===== src/rtl/prot_pkg.sv =====
package prot_pkg;
    localparam int NUM_CHECKS = 16;
    // Checks that trip when the value falls below the threshold
    localparam logic [NUM_CHECKS-1:0] LOW_TRIP_MASK = 16'h4030;

    typedef enum logic [1:0] {
        CHK_IDLE  = 2'd0,
        CHK_ALERT = 2'd1,
        CHK_FAULT = 2'd2
    } chk_state_e;
endpackage


===== src/rtl/prot_check.sv =====
module prot_check
    import prot_pkg::*;
#(
    parameter int  VAL_W    = 12,
    parameter int  DLY_W    = 8,
    parameter int  HYS_W    = 8,
    parameter bit  LOW_TRIP = 1'b0
) (
    input  logic             clk,
    input  logic             rst_n,
    input  logic             en,
    input  logic             sample_valid,
    input  logic [VAL_W-1:0] value,
    input  logic [VAL_W-1:0] threshold,
    input  logic [DLY_W-1:0] delay,
    input  logic [HYS_W-1:0] hyst,
    output logic             alert,
    output logic             fault
);
    localparam int EXT_W = VAL_W + 1;

    chk_state_e      state_q, state_d;
    logic [DLY_W-1:0] cnt_q, cnt_d;
    logic            beyond;
    logic            recovered;
    logic [EXT_W-1:0] val_ext, thr_ext, hys_ext;
    logic [DLY_W:0]  cnt_next;

    assign val_ext  = {1'b0, value};
    assign thr_ext  = {1'b0, threshold};
    assign hys_ext  = {{(EXT_W-HYS_W){1'b0}}, hyst};
    assign cnt_next = {1'b0, cnt_q} + 1'b1;

    generate
        if (LOW_TRIP) begin : g_low
            assign beyond    = value < threshold;
            assign recovered = val_ext > (thr_ext + hys_ext);
        end else begin : g_high
            assign beyond    = value > threshold;
            assign recovered = (val_ext + hys_ext) < thr_ext;
        end
    endgenerate

    // State register
    always_ff @(posedge clk or negedge rst_n) begin
        if (!rst_n) begin
            state_q <= CHK_IDLE;
            cnt_q   <= '0;
        end else begin
            state_q <= state_d;
            cnt_q   <= cnt_d;
        end
    end

    // Next state
    always_comb begin
        state_d = state_q;
        cnt_d   = cnt_q;
        if (!en) begin
            state_d = CHK_IDLE;                 // DISABLE
            cnt_d   = '0;
        end else if (sample_valid) begin
            unique case (state_q)
                CHK_IDLE: begin
                    if (beyond) begin
                        cnt_d = '0;
                        if (delay == '0) state_d = CHK_FAULT;   // PROMOTE
                        else             state_d = CHK_ALERT;   // TRIP
                    end
                end
                CHK_ALERT: begin
                    if (!beyond) begin
                        state_d = CHK_IDLE;                     // ABANDON
                        cnt_d   = '0;
                    end else if (cnt_next >= {1'b0, delay}) begin
                        state_d = CHK_FAULT;                    // PROMOTE
                        cnt_d   = '0;
                    end else begin
                        cnt_d = cnt_next[DLY_W-1:0];
                    end
                end
                CHK_FAULT: begin
                    if (recovered) state_d = CHK_IDLE;          // RECOVER
                end
                default: begin
                    state_d = CHK_IDLE;
                    cnt_d   = '0;
                end
            endcase
        end
    end

    // Outputs
    always_comb begin
        alert = 1'b0;
        fault = 1'b0;
        unique case (state_q)
            CHK_IDLE:  ;
            CHK_ALERT: alert = 1'b1;
            CHK_FAULT: fault = 1'b1;
            default:   ;
        endcase
    end
endmodule


===== src/rtl/prot_pack.sv =====
module prot_pack
    import prot_pkg::*;
(
    input  logic [5:0] alert_hi,   // alerts of indices 15..10
    input  logic [7:0] alert_lo,   // alerts of indices 7..0
    input  logic [NUM_CHECKS-1:0] faults,
    output logic [7:0] alert_a,
    output logic [7:0] alert_b,
    output logic [7:0] status_a,
    output logic [7:0] status_b
);
    assign alert_a  = {alert_hi, 2'b00};
    assign alert_b  = alert_lo;
    assign status_a = faults[15:8];
    assign status_b = faults[7:0];
endmodule


===== src/rtl/prot_engine.sv =====
module prot_engine
    import prot_pkg::*;
#(
    parameter int VAL_W = 12,
    parameter int DLY_W = 8,
    parameter int HYS_W = 8
) (
    input  logic                        clk,
    input  logic                        rst_n,
    input  logic [7:0]                  enable_a,
    input  logic [7:0]                  enable_b,
    input  logic [NUM_CHECKS-1:0]       sample_valid,
    input  logic [NUM_CHECKS*VAL_W-1:0] values,
    input  logic [NUM_CHECKS*VAL_W-1:0] thresholds,
    input  logic [NUM_CHECKS*DLY_W-1:0] delays,
    input  logic [NUM_CHECKS*HYS_W-1:0] hysts,
    output logic [7:0]                  alert_a,
    output logic [7:0]                  alert_b,
    output logic [7:0]                  status_a,
    output logic [7:0]                  status_b,
    output logic [NUM_CHECKS-1:0]       fault_vec
);
    logic [NUM_CHECKS-1:0] en_vec;
    logic [NUM_CHECKS-1:0] alert_vec;

    assign en_vec = {enable_a, enable_b};

    generate
        for (genvar i = 0; i < NUM_CHECKS; i++) begin : g_chk
            prot_check #(
                .VAL_W   (VAL_W),
                .DLY_W   (DLY_W),
                .HYS_W   (HYS_W),
                .LOW_TRIP(LOW_TRIP_MASK[i])
            ) u_chk (
                .clk         (clk),
                .rst_n       (rst_n),
                .en          (en_vec[i]),
                .sample_valid(sample_valid[i]),
                .value       (values[i*VAL_W +: VAL_W]),
                .threshold   (thresholds[i*VAL_W +: VAL_W]),
                .delay       (delays[i*DLY_W +: DLY_W]),
                .hyst        (hysts[i*HYS_W +: HYS_W]),
                .alert       (alert_vec[i]),
                .fault       (fault_vec[i])
            );
        end
    endgenerate

    prot_pack u_pack (
        .alert_hi(alert_vec[15:10]),
        .alert_lo(alert_vec[7:0]),
        .faults  (fault_vec),
        .alert_a (alert_a),
        .alert_b (alert_b),
        .status_a(status_a),
        .status_b(status_b)
    );
endmodule


===== config.mk =====
export PLATFORM = sky130hd
export DESIGN_NAME = prot_engine
export DESIGN_NICKNAME = d
export VERILOG_FILES = /design/src/rtl/prot_pkg.sv /design/src/rtl/prot_check.sv /design/src/rtl/prot_pack.sv /design/src/rtl/prot_engine.sv
export SDC_FILE = /design/constraint.sdc
export NUM_CORES = 1
export LEC_CHECK = 0
export ABC_AREA = 1
export BUFFER_PORTS_ARGS = -buffer_cell sky130_fd_sc_hd__buf_2
export CORE_AREA = 2 2 281 283
export DETAILED_ROUTE_END_ITERATION = 16
export DIE_AREA = 0 0 283 285
export PLACE_DENSITY_LB_ADDON = 0.2
export SLEW_MARGIN = 20
export SYNTH_ARGS = -nofsm -noshare
export SYNTH_HDL_FRONTEND = slang
export SYNTH_HIERARCHICAL = 1
export SYNTH_SLANG_ARGS = --single-unit

===== constraint.sdc =====
create_clock -name clk -period 2.7 [get_ports clk]
set_input_delay 0.27 -clock clk [delete_from_list [all_inputs] [get_ports clk]]
set_output_delay 0.27 -clock clk [all_outputs]
set_load 0.05 [all_outputs]

[Word-level counts from Yosys, hierarchy flattened]
Index checks and enable logic that the tools add are counted.
Cells by class
  add/subtract/negate cells: 32
  multipliers: 0
  div/mod/pow operators: 0
  $lt $le $gt $ge: 48
  equal/unequal tests: 112
  shifts and indexed selects: 0
  muxes and demuxes: 254
  bitwise operators: 0
  reduce and logical (&&, ||, !) cells: 64
Operator list (number)
  8-bit 2-to-1 mux: 80
  8-bit case mux with 3 select lines: 16
  2-bit 2-to-1 mux: 112
  12-bit by 8-bit adder with 13-bit output: 16
  13-bit by 12-bit < comparator with 1-bit output: 13
  12-bit greater-than comparator: 13
  8-bit by 1-bit adder with 9-bit output (second input constant): 16
  9-bit by 8-bit greater-or-equal comparator with 1-bit output: 16
  8-bit zero test: 16
  3-bit by 2-bit != test with 1-bit output (second input constant): 32
  2-bit case mux with 3 select lines: 16
  4-bit != test (second input constant): 16
  4-bit AND reduction: 16
  3-bit AND reduction: 16
  12-bit by 13-bit greater-than comparator with 1-bit output: 3
  12-bit < comparator: 3
  2-bit by 1-bit == test with 1-bit output (second input constant): 16
  2-bit == test (second input constant): 16
  2-bit zero test: 16
  2-bit by 1-bit != test with 1-bit output (second input constant): 16
  2-bit != test (second input constant): 16
  1-bit 2-to-1 mux: 30
Storage, ports and cells
  register bits after elaboration: 160
  bits in latches: 0
  bits in writable memories: 0
  bits in read-only memories: 0
  output and inout port bits: 48
  word-level logic and storage cells: 542
  memories kept: 0

[Longest topological paths before layout]
  word-level depth: 7
  gate-level depth with buffers: 21

[Cells and area by module]
The synthesis kept the hierarchy.
Modules (own cells, without submodules)
  prot_check at g_chk[0].u_chk ...: times used 7, cells an instance 276, area an instance 1898.1 µm², sequential area each 250.2 µm²
  prot_check at g_chk[15].u_chk ...: times used 4, cells an instance 292, area an instance 1941.9 µm², sequential area each 250.2 µm²
  prot_check at g_chk[14].u_chk ...: times used 3, cells an instance 278, area an instance 1858.0 µm², sequential area each 250.2 µm²
  prot_check at g_chk[9].u_chk: times used 1, cells an instance 292, area an instance 1939.4 µm², sequential area each 250.2 µm²
  prot_check at g_chk[13].u_chk: times used 1, cells an instance 273, area an instance 1870.5 µm², sequential area each 250.2 µm²
  prot_pack: times used 1, cells an instance 33, area an instance 244.0 µm², sequential area each 0.0 µm²

[Least setup slack after synthesis]
No wires, ideal clock.
  path type: input to register
  start: in values[156]
  end: reg g_chk[13].u_chk.state_q[1]
  setup time: 117 ps
  arrival time: 2558 ps
  slack: 25 ps
  cell stages on the path: 19
  path buffers: 0
  cell sequence: ha_1 > inv_1 > fa_1 > nand3b_1 > nand2_1 > a31oi_1 > o21ai_1 > nand2_1 > xor2_1 > ha_1 > and3_1 > nor2_1 > nand2_1 > nor2_1 > nand3_1 > nand2_4 > nand2_2 > nand2_1 > nand2_1
Between the ends
  longest elaborated chain between the ends: 5
  elaborated cells between the ends (all ways): 11
  those cells by class: add/sub: 1; order compare: 2; eq/ne: 3; mux: 4; reduce/logical: 1
Ends and longest elaborated chain
  start, declared: RTL line prot_engine.sv:13  | input logic [NUM_CHECKS*VAL_W-1:0] values,
  parallel branches: the longest is 5 deep, another holds 12-bit by 8-bit adder with 13-bit output
  end signal, assigned: RTL line prot_check.sv:50  | state_q <= state_d;
  end, declared: RTL line prot_check.sv:22  | chk_state_e state_q, state_d;
Several ways; the timed one is not identified. The select of a mux whose other input is x is not followed.
A chain may end at the register's enable or synchronous reset.

[Worst setup path in the final report]
  start: reg g_chk[8].u_chk.cnt_q[0]
  end: reg g_chk[8].u_chk.cnt_q[7]
Between the ends
  longest elaborated chain between the ends: 7
Ends and longest elaborated chain
  start, declared: RTL line prot_check.sv:23  | logic [DLY_W-1:0] cnt_q, cnt_d;
  start signal, assigned: RTL line prot_check.sv:51  | cnt_q <= cnt_d;
  8-bit by 1-bit adder with 9-bit output *: RTL line prot_check.sv:32  | assign cnt_next = {1'b0, cnt_q} + 1'b1;
  9-bit by 8-bit greater-or-equal comparator with 1-bit output: RTL line prot_check.sv:75  | end else if (cnt_next >= {1'b0, delay}) begin
  8-bit 2-to-1 mux *: RTL line prot_check.sv:75
  8-bit 2-to-1 mux *: RTL line prot_check.sv:72  | if (!beyond) begin
  8-bit case mux with 3 select lines *: RTL line prot_check.sv:63  | unique case (state_q)
  8-bit 2-to-1 mux *: RTL line prot_check.sv:62  | end else if (sample_valid) begin
  8-bit 2-to-1 mux *: RTL line prot_check.sv:59  | if (!en) begin
Every way passes the cells marked *; elsewhere a longest branch is shown, timed or not. The select of a mux whose other input is x is not followed.

==> reports/qor.csv <==
metric,value,unit
vias,30447,
slowest library cell on the worst path,dfrtp_1,
CP bufs+invs,1,
DR iter-0 viols,1006,
FMAX,404.0,MHz
detailed-routing wirelength on met1,37740,µm
CTS sink cnt,160,
Die Wd,283,µm
Pre-antenna DRT Iters,5,
placed insts,6469,
Fillers,8190,
largest cells by area after synthesis,"ha_1, nand2_1, dfrtp_1, inv_1, xor2_1",
Via density,4.661,
Die Ht,285,µm
Met3 Wirelength,3866,µm
biggest area consumer among synthesized cells,ha_1,
Core Footprint,0.07797,mm²
GPL Wtd Cong,0.9209,
overall die area,0.08066,mm²
Clock Latency Late Sink,0.45,ns
Fin. Hold Viols,0,
grt ovf,0,
Leak Pwr,23.34,nW
worst rel slew slack,0.5071,
largest net degree at the start of global routing,62,
Post-synth EDFFs,0,
Setup Skew,0.01075,ns
cts bufs inserted,17,
Cells after Synth,4532,
Clk pwr share,0.190,
Worst EP arrival,2.86,ns
post-route cell area,0.03756,mm²
num ports,722,
#FFs+latches synth,160,
Starting Density,0.3935,
Reg power frac,0.221,
register area share after synthesis,0.1305,
max layer used,met5,
Sw Ratio,0.4697,
"slowest stage delay, CP",0.42,ns
port bufs,719,
ys flop type,dfrtp_1,
Final Slew Violations,0,
total track usage,0.2092,
status,finished clean,
Setup Viol. Count Final,0,
library cells used by synthesis,45,
fraction of layout cells with a size suffix above 1,0.2367,
Syn. warnings,6,
total wire length,85510,µm
ratio of total power to cell area,343.3,mW/mm²
routed len/inst,13.09,µm
Mean Syn Cell Area,6.770,µm²
worst-margin pin slew,0.7325,ns
Max IR drop VDD,0.0003917,V
Placed Area,0.03687,mm²
kind of cell adding the most delay to the critical path,simple AND/OR/NAND/NOR gates,
clk slew on worst S/H paths,0.07,ns
nets,6771,
DRC viols,0,
ys async rst share,1.000,
crit-path cells,"ha_1, nand2_1, nor3_1, xor2_1, ha_1, a21o_1, nand3_2, nand2_1, nor2_2, nand2_2, nor2_4, nand2_4, clkinv_4, nand3_1, nand2_1",
"Req. time, crit path",3.09,ns
initial antenna violation count,46,
Internal,6.838,mW
Worst Setup End Kind,flip-flop,
number of global-route vias before repair,29643,
"Power, Total",12.90,mW
commonest cells in the netlist,"nand2_1, inv_1, ha_1",
Area Growth Syn to Fin,22.43,%
Most common cell on crit path,nand2_1,
setup slack after layout,0.2247,ns
global-route wire length before repair,140300,µm
Critical Path Source Type,flip-flop,
hpwl dp,76610,µm
final instance count without filler cells,6532,
Placement Setup Slack,-0.3042,ns
most frequent cell after synthesis,nand2_1,
Tcrit/Tclk final,0.9168,
CTS root buf,clkbuf_16,
Hold Path Class,in -> reg,
sw power,6.057,mW
met2 WL,42190,µm
Final min period,2.475,ns
# H-tree levels,4,
Hold WS,0.1798,ns
top-area cell type share of the netlist area,0.2610,
Mapped Area,0.03068,mm²
CTS tree,done,
WS Path Type,reg -> reg,
post-route antenna net violation count,0,
clock buffer depth,2,
# rows,103,
Combinational Power Share,0.589,
Max-cap violations,0,
CP Max Fanout,8,
## kinds of logic after synthesis
| family | synth area share |
|---|---|
| compound gates | 0.08209 |
| xor+xnor | 0.07079 |
| fa+ha+maj | 0.2714 |
| buf+inv | 0.1190 |
| flops | 0.1305 |
| other cells | 0.0001222 |
| simple gates | 0.3261 |
## state kept, by name, summed over array words and instances (netlist names)
| name | cells |
|---|---|
| g_chk.u_chk/cnt_q | 128 |
| g_chk.u_chk/state_q | 32 |
## through the flow
step,utilization,TNS [ns]
6_report,0.4818,0
5_1_grt,0.4817,-0.001944
4_1_cts,0.4804,0
3_5_place_dp,0.4729,-5.376
3_3_place_gp,0.4729,-4.144
2_1_floorplan,-,0
## final cells by class
class                      instances  area (µm²)  share of cell area
antenna                           28       70.07            0.001865
clock buffer                      18       429.2             0.01142
clock inverter                    14       145.1            0.003864
inverter                         900        3411             0.09080
multi-input combinational       3441       23050              0.6137
sequential                       160        4004              0.1066
tap                             1050        1314             0.03497
timing repair buffer             921        5139              0.1368
## what timing repair did
item	CTS	global route
endpoints found under the setup margin	0	21
gates resized for setup	0	7
hold buffers	1	0
endpoints found under the hold margin	56	0
buffers inserted	0	2
## power by group through the flow
stage                     registers [mW]  logic [mW]  clock network (mW)
after detailed placement            2.89        7.62                   0
after global routing                2.89        8.66                2.67
after floorplan                     2.83        5.41                   0
after global placement              2.89        7.55                   0
final                               2.85        7.59                2.45
after CTS                           2.85        7.66                2.58
## worst paths after layout
kind,start,end,slack (ns),cells past startpoint
min,enable_b[0],g_chk[0].u_chk/state_q[0]$_DFFE_PN0P_,0.18,5
max in group asynchronous,rst_n,g_chk[9].u_chk/cnt_q[3]$_DFFE_PN0P_,1.55,3
max,g_chk[8].u_chk/cnt_q[0]$_DFFE_PN0P_,g_chk[8].u_chk/cnt_q[7]$_DFFE_PN0P_,0.22,15
max reg2reg,g_chk[8].u_chk/cnt_q[0]$_DFFE_PN0P_,g_chk[8].u_chk/cnt_q[7]$_DFFE_PN0P_,0.22,15
min in group asynchronous,rst_n,g_chk[1].u_chk/state_q[0]$_DFFE_PN0P_,0.33,2
min reg2reg,g_chk[5].u_chk/cnt_q[7]$_DFFE_PN0P_,g_chk[5].u_chk/cnt_q[7]$_DFFE_PN0P_,0.48,2
## worst reg2reg max path: stages (launching register included)
cell	delay [ns]
dfrtp_1	0.42
ha_1	0.20
nand2_1	0.11
nor3_1	0.23
xor2_1	0.25
ha_1	0.31
a21o_1	0.20
nand3_2	0.06
nand2_1	0.06
nor2_2	0.11
nand2_2	0.07
nor2_4	0.10
nand2_4	0.08
clkinv_4	0.08
nand3_1	0.07
nand2_1	0.07
## routing by layer
layer | vias up | track usage
li1 | 16428 | -
met1 | 13394 | 0.2544
met2 | 485 | 0.3784
met3 | 112 | 0.03720
met4 | 28 | 0.05346
met5 | - | 0
## cells in the final DEF, fill, tap and decap left out, types with 8 or more instances in the layout
cell type / Yosys / final
nand3_2: 33 / 33
a21o_1: 44 / 44
a21oi_1: 241 / 241
o211ai_1: 22 / 22
nand4_2: 8 / 8
and3_1: 16 / 16
nor2_8: 12 / 12
nand2_4: 33 / 33
buf_2: 0 / 718
nand3_1: 260 / 260
fa_1: 16 / 14
ha_1: 640 / 639
nand2_1: 1194 / 1193
xnor2_1: 38 / 38
dfrtp_1: 160 / 160
o21bai_1: 12 / 12
nor2_1: 231 / 230
o21ai_1: 12 / 12
o21ai_0: 29 / 29
clkinv_1: 16 / 16
nor2_4: 33 / 33
nor3_2: 7 / 9
buf_4: 32 / 200
diode_2: 0 / 28
nor2_2: 13 / 14
nand3b_1: 42 / 42
inv_2: 88 / 88
nand4_1: 92 / 92
a21oi_2: 16 / 16
a31oi_1: 19 / 19
or2_2: 8 / 8
xor2_1: 210 / 210
nor4_1: 16 / 16
inv_1: 789 / 789
clkbuf_16: 0 / 17
nand2_2: 59 / 60
clkinv_4: 6 / 9
nor3_1: 49 / 47
Note: power is estimated with default switching activity, not from simulation.
